File: config.mk
export PLATFORM = sky130hd
export DESIGN_NAME = idpfx_rd_switch
export DESIGN_NICKNAME = d
export VERILOG_FILES = /design/src/rtl/rdsw_pkg.sv /design/src/rtl/rdsw_arb.sv /design/src/rtl/rdsw_ar_mux.sv /design/src/rtl/rdsw_r_route.sv /design/src/rtl/idpfx_rd_switch.sv
export SDC_FILE = /design/constraint.sdc
export NUM_CORES = 1
export LEC_CHECK = 0
export CORE_AREA = 2 2 104 106
export DETAILED_ROUTE_END_ITERATION = 16
export DIE_AREA = 0 0 106 108
export PLACE_DENSITY = 0.63
export SLEW_MARGIN = 0
export SYNTH_ARGS = -nofsm -noshare
export SYNTH_HDL_FRONTEND = slang
export SYNTH_SLANG_ARGS = --single-unit
File: constraint.sdc
create_clock -name clk -period 2.2 [get_ports clk]
set_input_delay 0.44 -clock clk [delete_from_list [all_inputs] [get_ports clk]]
set_output_delay 0.44 -clock clk [all_outputs]
set_load 0.05 [all_outputs]
File: src/rtl/rdsw_pkg.sv
package rdsw_pkg;
  localparam int unsigned NPORT  = 2;
  localparam int unsigned PIDX_W = 1;
  typedef logic [PIDX_W-1:0] port_idx_t;
endpackage

File: src/rtl/rdsw_arb.sv
module rdsw_arb
  import rdsw_pkg::*;
(
  input  logic             clk,
  input  logic             rst_n,
  input  logic [NPORT-1:0] req_i,
  input  logic             accept_i,
  output port_idx_t        gnt_o,
  output logic             busy_o
);
  logic      hold_q, hold_d;
  port_idx_t hidx_q, hidx_d;
  port_idx_t prio_q, prio_d;
  logic      prio_en;

  always_comb begin
    busy_o = |req_i;
    if (hold_q)
      gnt_o = hidx_q;
    else if (&req_i)
      gnt_o = prio_q;
    else
      gnt_o = port_idx_t'(req_i[1]);
  end

  always_comb begin
    hold_d  = busy_o & ~accept_i;
    hidx_d  = gnt_o;
    prio_en = busy_o & accept_i;
    prio_d  = ~gnt_o;
  end

  always_ff @(posedge clk or negedge rst_n) begin
    if (!rst_n) begin
      hold_q <= 1'b0;
      hidx_q <= '0;
      prio_q <= '0;
    end else begin
      hold_q <= hold_d;
      hidx_q <= hidx_d;
      if (prio_en) prio_q <= prio_d;
    end
  end
endmodule

File: src/rtl/rdsw_ar_mux.sv
module rdsw_ar_mux
  import rdsw_pkg::*;
#(
  parameter int unsigned ID_W   = 4,
  parameter int unsigned ADDR_W = 32,
  parameter int unsigned LEN_W  = 8,
  localparam int unsigned TID_W = ID_W + PIDX_W
) (
  input  port_idx_t                     gnt_i,
  input  logic                          busy_i,
  input  logic [NPORT-1:0][ID_W-1:0]    id_i,
  input  logic [NPORT-1:0][ADDR_W-1:0]  addr_i,
  input  logic [NPORT-1:0][LEN_W-1:0]   len_i,
  input  logic                          tgt_ready_i,
  output logic [TID_W-1:0]              arid_o,
  output logic [ADDR_W-1:0]             araddr_o,
  output logic [LEN_W-1:0]              arlen_o,
  output logic [NPORT-1:0]              ready_o
);
  always_comb begin
    arid_o   = {gnt_i, id_i[gnt_i]};
    araddr_o = addr_i[gnt_i];
    arlen_o  = len_i[gnt_i];
  end

  for (genvar p = 0; p < NPORT; p++) begin : g_rdy
    assign ready_o[p] = tgt_ready_i & busy_i & (gnt_i == port_idx_t'(p));
  end
endmodule

File: src/rtl/rdsw_r_route.sv
module rdsw_r_route
  import rdsw_pkg::*;
#(
  parameter int unsigned ID_W = 4,
  localparam int unsigned TID_W = ID_W + PIDX_W
) (
  input  logic             clk,
  input  logic             rst_n,
  input  logic             rvalid_i,
  input  logic [TID_W-1:0] rid_i,
  input  logic             rlast_i,
  input  logic [NPORT-1:0] rready_i,
  output logic [NPORT-1:0] rvalid_o,
  output logic [ID_W-1:0]  rid_o,
  output logic             rready_o
);
  logic      lock_q, lock_d;
  port_idx_t lidx_q, lidx_d;
  port_idx_t sel;
  logic      beat_hs;

  always_comb begin
    sel      = lock_q ? lidx_q : rid_i[TID_W-1 -: PIDX_W];
    rid_o    = rid_i[ID_W-1:0];
    rready_o = rready_i[sel];
    beat_hs  = rvalid_i & rready_o;
    lock_d   = beat_hs ? ~rlast_i : lock_q;
    lidx_d   = beat_hs ? sel : lidx_q;
  end

  for (genvar p = 0; p < NPORT; p++) begin : g_vld
    assign rvalid_o[p] = rvalid_i & (sel == port_idx_t'(p));
  end

  always_ff @(posedge clk or negedge rst_n) begin
    if (!rst_n) begin
      lock_q <= 1'b0;
      lidx_q <= '0;
    end else begin
      lock_q <= lock_d;
      lidx_q <= lidx_d;
    end
  end
endmodule

File: src/rtl/idpfx_rd_switch.sv
module idpfx_rd_switch
  import rdsw_pkg::*;
#(
  parameter int unsigned ID_W   = 4,
  parameter int unsigned ADDR_W = 32,
  parameter int unsigned LEN_W  = 8,
  parameter int unsigned DATA_W = 32,
  parameter int unsigned RESP_W = 2,
  localparam int unsigned TID_W = ID_W + PIDX_W
) (
  input  logic              clk,
  input  logic              rst_n,
  input  logic              i0_arvalid,
  output logic              i0_arready,
  input  logic [ID_W-1:0]   i0_arid,
  input  logic [ADDR_W-1:0] i0_araddr,
  input  logic [LEN_W-1:0]  i0_arlen,
  output logic              i0_rvalid,
  input  logic              i0_rready,
  output logic [ID_W-1:0]   i0_rid,
  output logic [DATA_W-1:0] i0_rdata,
  output logic [RESP_W-1:0] i0_rresp,
  output logic              i0_rlast,
  input  logic              i1_arvalid,
  output logic              i1_arready,
  input  logic [ID_W-1:0]   i1_arid,
  input  logic [ADDR_W-1:0] i1_araddr,
  input  logic [LEN_W-1:0]  i1_arlen,
  output logic              i1_rvalid,
  input  logic              i1_rready,
  output logic [ID_W-1:0]   i1_rid,
  output logic [DATA_W-1:0] i1_rdata,
  output logic [RESP_W-1:0] i1_rresp,
  output logic              i1_rlast,
  output logic              t_arvalid,
  input  logic              t_arready,
  output logic [TID_W-1:0]  t_arid,
  output logic [ADDR_W-1:0] t_araddr,
  output logic [LEN_W-1:0]  t_arlen,
  input  logic              t_rvalid,
  output logic              t_rready,
  input  logic [TID_W-1:0]  t_rid,
  input  logic [DATA_W-1:0] t_rdata,
  input  logic [RESP_W-1:0] t_rresp,
  input  logic              t_rlast
);
  logic [NPORT-1:0]             req;
  logic [NPORT-1:0][ID_W-1:0]   ids;
  logic [NPORT-1:0][ADDR_W-1:0] addrs;
  logic [NPORT-1:0][LEN_W-1:0]  lens;
  logic [NPORT-1:0]             ardy;
  logic [NPORT-1:0]             rrdy;
  logic [NPORT-1:0]             rvld;
  logic [ID_W-1:0]              rid_strip;
  port_idx_t                    gnt;

  assign req   = {i1_arvalid, i0_arvalid};
  assign ids   = {i1_arid, i0_arid};
  assign addrs = {i1_araddr, i0_araddr};
  assign lens  = {i1_arlen, i0_arlen};
  assign rrdy  = {i1_rready, i0_rready};

  rdsw_arb u_arb (
    .clk      (clk),
    .rst_n    (rst_n),
    .req_i    (req),
    .accept_i (t_arready),
    .gnt_o    (gnt),
    .busy_o   (t_arvalid)
  );

  rdsw_ar_mux #(.ID_W(ID_W), .ADDR_W(ADDR_W), .LEN_W(LEN_W)) u_mux (
    .gnt_i       (gnt),
    .busy_i      (t_arvalid),
    .id_i        (ids),
    .addr_i      (addrs),
    .len_i       (lens),
    .tgt_ready_i (t_arready),
    .arid_o      (t_arid),
    .araddr_o    (t_araddr),
    .arlen_o     (t_arlen),
    .ready_o     (ardy)
  );

  rdsw_r_route #(.ID_W(ID_W)) u_route (
    .clk      (clk),
    .rst_n    (rst_n),
    .rvalid_i (t_rvalid),
    .rid_i    (t_rid),
    .rlast_i  (t_rlast),
    .rready_i (rrdy),
    .rvalid_o (rvld),
    .rid_o    (rid_strip),
    .rready_o (t_rready)
  );

  assign i0_arready = ardy[0];
  assign i1_arready = ardy[1];
  assign i0_rvalid  = rvld[0];
  assign i1_rvalid  = rvld[1];
  assign i0_rid     = rid_strip;
  assign i1_rid     = rid_strip;
  assign i0_rdata   = t_rdata;
  assign i1_rdata   = t_rdata;
  assign i0_rresp   = t_rresp;
  assign i1_rresp   = t_rresp;
  assign i0_rlast   = t_rlast;
  assign i1_rlast   = t_rlast;
endmodule

After elaboration in Yosys (flattened, before gate mapping)
Cells that the tools add are included.
{ "totals": {"out_inout_bits": 129, "input_bits": 136, "elab_cells": 31, "ff_bits": 5} }
{ "classes": {"n_bitwise": 11, "n_reduce_logical": 2, "n_mux": 11, "magnitude_cmp": 2} }
{ "op_table": {"columns": ["operator", "n"], "rows": [
  ["two-way mux 32 bit", 2],
  ["two-way mux 8 bit", 2],
  ["two-way mux 4 bit", 2],
  ["bitwise AND 1 bit", 7],
  ["two-way mux 1 bit", 5],
  ["less-than comparator 1 x 2 -> 1 bit (second input constant)", 2],
  ["inverter 1 bit", 4],
  ["AND reduction 2 bit", 1],
  ["OR reduction 2 bit", 1]
]} }

Depth between registers and ports, before layout
{ "depth": {"ltp_word": 5, "depth_mapped": 5} }

Hierarchy
From an unflattened synthesis, not the netlist that was laid out.
{ "unflattened": {"hier_cells": 159, "hier_area_um2": 1614.0} }
{ "modules_own_cells": {"columns": ["module", "cells_per_inst", "area_each_um2", "n_inst", "seq_area_each_um2"], "rows": [
  ["rdsw_ar_mux", 52, 747.0, 1, 0.0],
  ["idpfx_rd_switch", 74, 555.5, 1, 0.0],
  ["rdsw_r_route", 17, 161.4, 1, 50.0],
  ["rdsw_arb", 16, 150.1, 1, 75.1]
]} }

Least setup slack after synthesis
No wires, ideal clock.
{ "synth_timing": {"kind": "input to output", "startpoint": "input port i0_arvalid", "endpoint": "output port i1_arready", "path_stages": 5, "path_slack_ps": -1, "t_arrival_ps": 1761, "required_ps": 1760, "path_cell_list": "nor2b_4 o21ai_2 buf_6 buf_8 nor2b_1"} }
{ "synth_between": {"elab_chain_len": 4} }
{ "synth_rtl": {"columns": ["element", "line", "source"], "rows": [
  ["start: declaration", "idpfx_rd_switch.sv:13", "input logic i0_arvalid,"],
  ["AND reduction 2 bit", "rdsw_arb.sv:20", "else if (&req_i)"],
  ["two-way mux 1 bit", "rdsw_arb.sv:20", null],
  ["two-way mux 1 bit", "rdsw_arb.sv:18", "if (hold_q)"],
  ["named net gnt", "idpfx_rd_switch.sv:55", "port_idx_t gnt;"],
  ["bitwise AND 1 bit", "rdsw_ar_mux.sv:27", "assign ready_o[p] = tgt_ready_i & busy_i & (gnt_i == port_idx_t'(p));"],
  ["end: declaration", "idpfx_rd_switch.sv:25", "output logic i1_arready,"]
]} }
The timed path passes the listed nets, and every way through them passes these cells.

Worst setup path in the final report
{ "layout_timing": {"startpoint": "register u_arb.hold_q", "endpoint": "output port t_araddr[9]"} }
{ "layout_between": {"elab_chain_len": 3} }
{ "layout_rtl": {"columns": ["element", "line", "source"], "rows": [
  ["start: declaration", "rdsw_arb.sv:11", "logic hold_q, hold_d;"],
  ["start signal: assignment", "rdsw_arb.sv:39", "hold_q <= hold_d;"],
  ["two-way mux 1 bit", "rdsw_arb.sv:18", null],
  ["two-way mux 32 bit (implied by the code) (2 in series)", "rdsw_ar_mux.sv:22", "araddr_o = addr_i[gnt_i];"],
  ["end: declaration", "idpfx_rd_switch.sv:38", "output logic [ADDR_W-1:0] t_araddr,"]
]} }
No other way between the ends. The select of a mux whose other input is x is not followed.

==> impl_metrics.py <==
metrics = {
    "outcome": {
        "status": "finished with violations",
        "failed_checks": "setup timing",
    },
    "detailed_routing": {
        "drt_drc_violations_left": 0,
        "wire_per_inst_microns": 14.1,
        "vias_per_cell": 3.56,
        "dr.pass1.iters": 2,
        "ant_nets": 0,
        "wirelength_mm": 5.30,
        "drt_iter0_drc": 31,
        "vias": 1335,
    },
    "global_route": {
        "track_usage_pct": 7.99,
        "grt_pass1_vias": 1432,
        "grt_max_degree": 18,
        "antenna_found_initial": 0,
        "grt-ovfl-total": 0,
        "grt_pass1_wl_mm": 7.31,
    },
    "final_layout": {
        "drive_above_1_share_pct": 51.5,
        "n_antenna_cell": 0,
        "final_cells": 375,
        "postLayoutCoreUtil_pct": 29.7,
        "layout.nets": 376,
        "synthToLayoutAreaGrowth_pct": 106,
    },
    "synth": {
        "synth_area_leaders": "buf_4 (41%), mux2_2 (23%), mux2_4 (16%)",
        "synthesis.area_sq_um": 1480,
        "synthCells": 155,
        "synth_top_cell_area_share_pct": 41.2,
        "synth-seq-area-share_pct": 8.47,
        "synth_nets": 291,
        "synth_cell_types": 19,
        "synth_most_common_cell": "buf_4",
        "ys_top_cells_by_count": "buf_4 (81), mux2_2 (30), mux2_4 (16)",
        "ys_warn_count": 0,
        "synth_flop_cell": "dfrtp_1",
        "synth_edf_count": 0,
        "yosysTopAreaCell": "buf_4",
        "synthArstFlopShare_pct": 100,
        "syn_avg_cell_area_sq_um": 9.53,
        "ys_seq_elements": 5,
    },
    "setup_path": {
        "timing.rr.start": "u_arb.hold_q$_DFF_PN0_",
        "critPathCaptureType": "output pin",
        "cp_max_fo": 8,
        "reg2reg_depth": 7,
        "r2r_setup_slack_ps": 790,
        "cp_cell_sequence": "nand2b_4 -> o21ai_4 -> buf_12 -> clkbuf_16 -> mux2_4 -> buf_8",
        "cp.required_ps": 1760,
        "r2r_end": "u_arb.prio_q$_DFFE_PN0N_",
        "crit_type": "reg -> out",
        "crit_arrival_ps": 1760,
        "critPathSlowestCell": "dfrtp_1",
        "cpPeakStageDelay_ps": 390,
        "cp-start-kind": "register",
    },
    "power_and_ir_drop": {
        "p_leak_nw": 1.32,
        "worst_ir_drop_vdd_uv": 309,
        "powerDensity_nw_per_um2": 507,
    },
    "job": {
        "cap_viol_max_count": 0,
    },
    "timing": {
        "finalSetupViolCount": 2,
        "relSlewSlack_pct": 81.9,
        "skew_ps": 0.309,
        "setup_ws_ps": -2.89,
        "drv_slew": 0,
        "final-hold-violation-count": 0,
        "finalCritPeriodShare_pct": 100,
        "tightest_slew_ps": 271,
        "rsz0062_at_grt": "true",
        "min_period_ps": 2200,
        "fmax_mhz": 454,
    },
    "clock_tree": {
        "clkSlewWorstSetupHoldPaths_ps": 30,
        "root_buffer": "clkbuf_8",
        "worstSkewPairLatency_ps": 220,
        "cts_tree": "built",
        "cts_hold_buf": 0,
        "numCtsBuffers": 3,
        "cts_max_level": 1,
        "cts.path.max_buffers": 2,
        "cts_sinks": 5,
    },
    "hold_path": {
        "min-delay-path-class": "in -> async",
    },
    "place": {
        "place.gp.congestion": 0.719,
        "place_hpwl_mm": 3.87,
        "place_inst": 363,
        "port_buffers": 150,
    },
    "floorplanning": {
        "die_area_sq_um": 11400,
        "core_sq_um": 10200,
        "die_x_microns": 106,
        "ios": 265,
        "rows": 37,
        "fp.dieH_microns": 108,
        "start_util_pct": 14.4,
    },
}
[cell usage in the layout (no fill, tap or decap), types with 2 or more instances in the layout]
| cell | synthesis | layout |
|---|---|---|
| a21oi_1 | 2 | 2 |
| o21ai_0 | 3 | 3 |
| buf_8 | 1 | 20 |
| clkbuf_8 | 0 | 3 |
| mux2_2 | 30 | 9 |
| buf_6 | 1 | 16 |
| buf_16 | 0 | 2 |
| dfrtp_1 | 5 | 5 |
| clkbuf_16 | 0 | 3 |
| nor2b_1 | 3 | 2 |
| mux2_4 | 16 | 37 |
| buf_12 | 1 | 11 |
| clkbuf_2 | 0 | 2 |
| buf_4 | 81 | 15 |
| nand2_1 | 4 | 4 |
| clkdlybuf4s50_1 | 0 | 95 |
[cells by family (layout without fill, tap and decap cells)]
family,after synthesis,after routing,synth area share (%)
buf+inv,84,168,44.3
mux,47,47,39.8
simple gates,12,12,4.74
compound gates,7,7,2.71
flops,5,5,8.47
[how the worst max path moves through the flow]
| stage | endpoint | slack, ps | cells past startpoint | start |
|---|---|---|---|---|
| 6_report | t_araddr[9] | -3 | 6 | u_arb.hold_q$_DFF_PN0_ |
| 3_5_place_dp | t_arlen[2] | -280 | 6 | i1_arvalid |
| 5_1_grt | t_araddr[3] | -50 | 6 | u_arb.hold_q$_DFF_PN0_ |
| 4_1_cts | t_araddr[28] | -70 | 6 | i0_arvalid |
| 2_1_floorplan | i0_arready | 180 | 5 | i0_arvalid |
| 3_3_place_gp | t_arlen[6] | -260 | 6 | i0_arvalid |
[registers in the layout, indices dropped and copies added (netlist names)]
register        flops
u_arb.prio_q        1
u_route.lidx_q      1
u_arb.hidx_q        1
u_route.lock_q      1
u_arb.hold_q        1
[critical path: cells and delay by family (launching register included)]
kind	cells	cell delay (ps)
buffers and inverters	3	490
DFF	1	390
muxes	1	310
AOI/OAI and AO/OA	1	190
and+or+nand+nor	1	160
[final cells by class]
class | count | area, sq um
Clock buffer | 4 | 45.0
Fill cell | 1046 | 7190
Multi-Input combinational cell | 66 | 795
Sequential cell | 5 | 125
Tap cell | 136 | 170
Timing Repair Buffer | 164 | 1900
[timing repair]
item                                    4_1_cts  5_1_grt
buffers inserted                              1        2
gates resized for setup                      54       32
pin swaps                                     0        1
endpoints found under the setup margin       47       45
cloned                                        2        3
[per-stage QoR]
| step | TNS, ps | area (sq um) | hold WS (ps) | setup WS, ps | power (mW) |
|---|---|---|---|---|---|
| floorplan | 0 | 1480 | 144 | 180 | 1.12 |
| global placement | -9390 | 2540 | 492 | -257 | 1.14 |
| global route | -1220 | 3040 | 479 | -51.7 | 1.60 |
| finish | -3.46 | 3040 | 460 | -2.89 | 1.54 |
| detailed placement | -10370 | 2540 | 508 | -279 | 1.15 |
| CTS | -1680 | 2850 | 459 | -65.7 | 1.46 |
[per-layer routing]
layer	share of wire (%)	vias to the layer above	track usage, %
met5	0	-	0
met4	2.2	0	3.01
met3	11	21	3.13
met2	50	112	14.1
met1	37	596	8.67
li1	-	606	-
[report_power, final]
| part | total (mW) | internal [mW] | switching, mW | leakage, nW |
|---|---|---|---|---|
| Sequential | 0.114 | 0.105 | 0.00951 | 0.0569 |
| Combinational | 1.26 | 0.649 | 0.609 | 1.24 |
| Clock | 0.167 | 0.124 | 0.0426 | 0.0228 |
| Total | 1.54 | 0.878 | 0.662 | 1.32 |
Power figures use the tool's default switching activity.
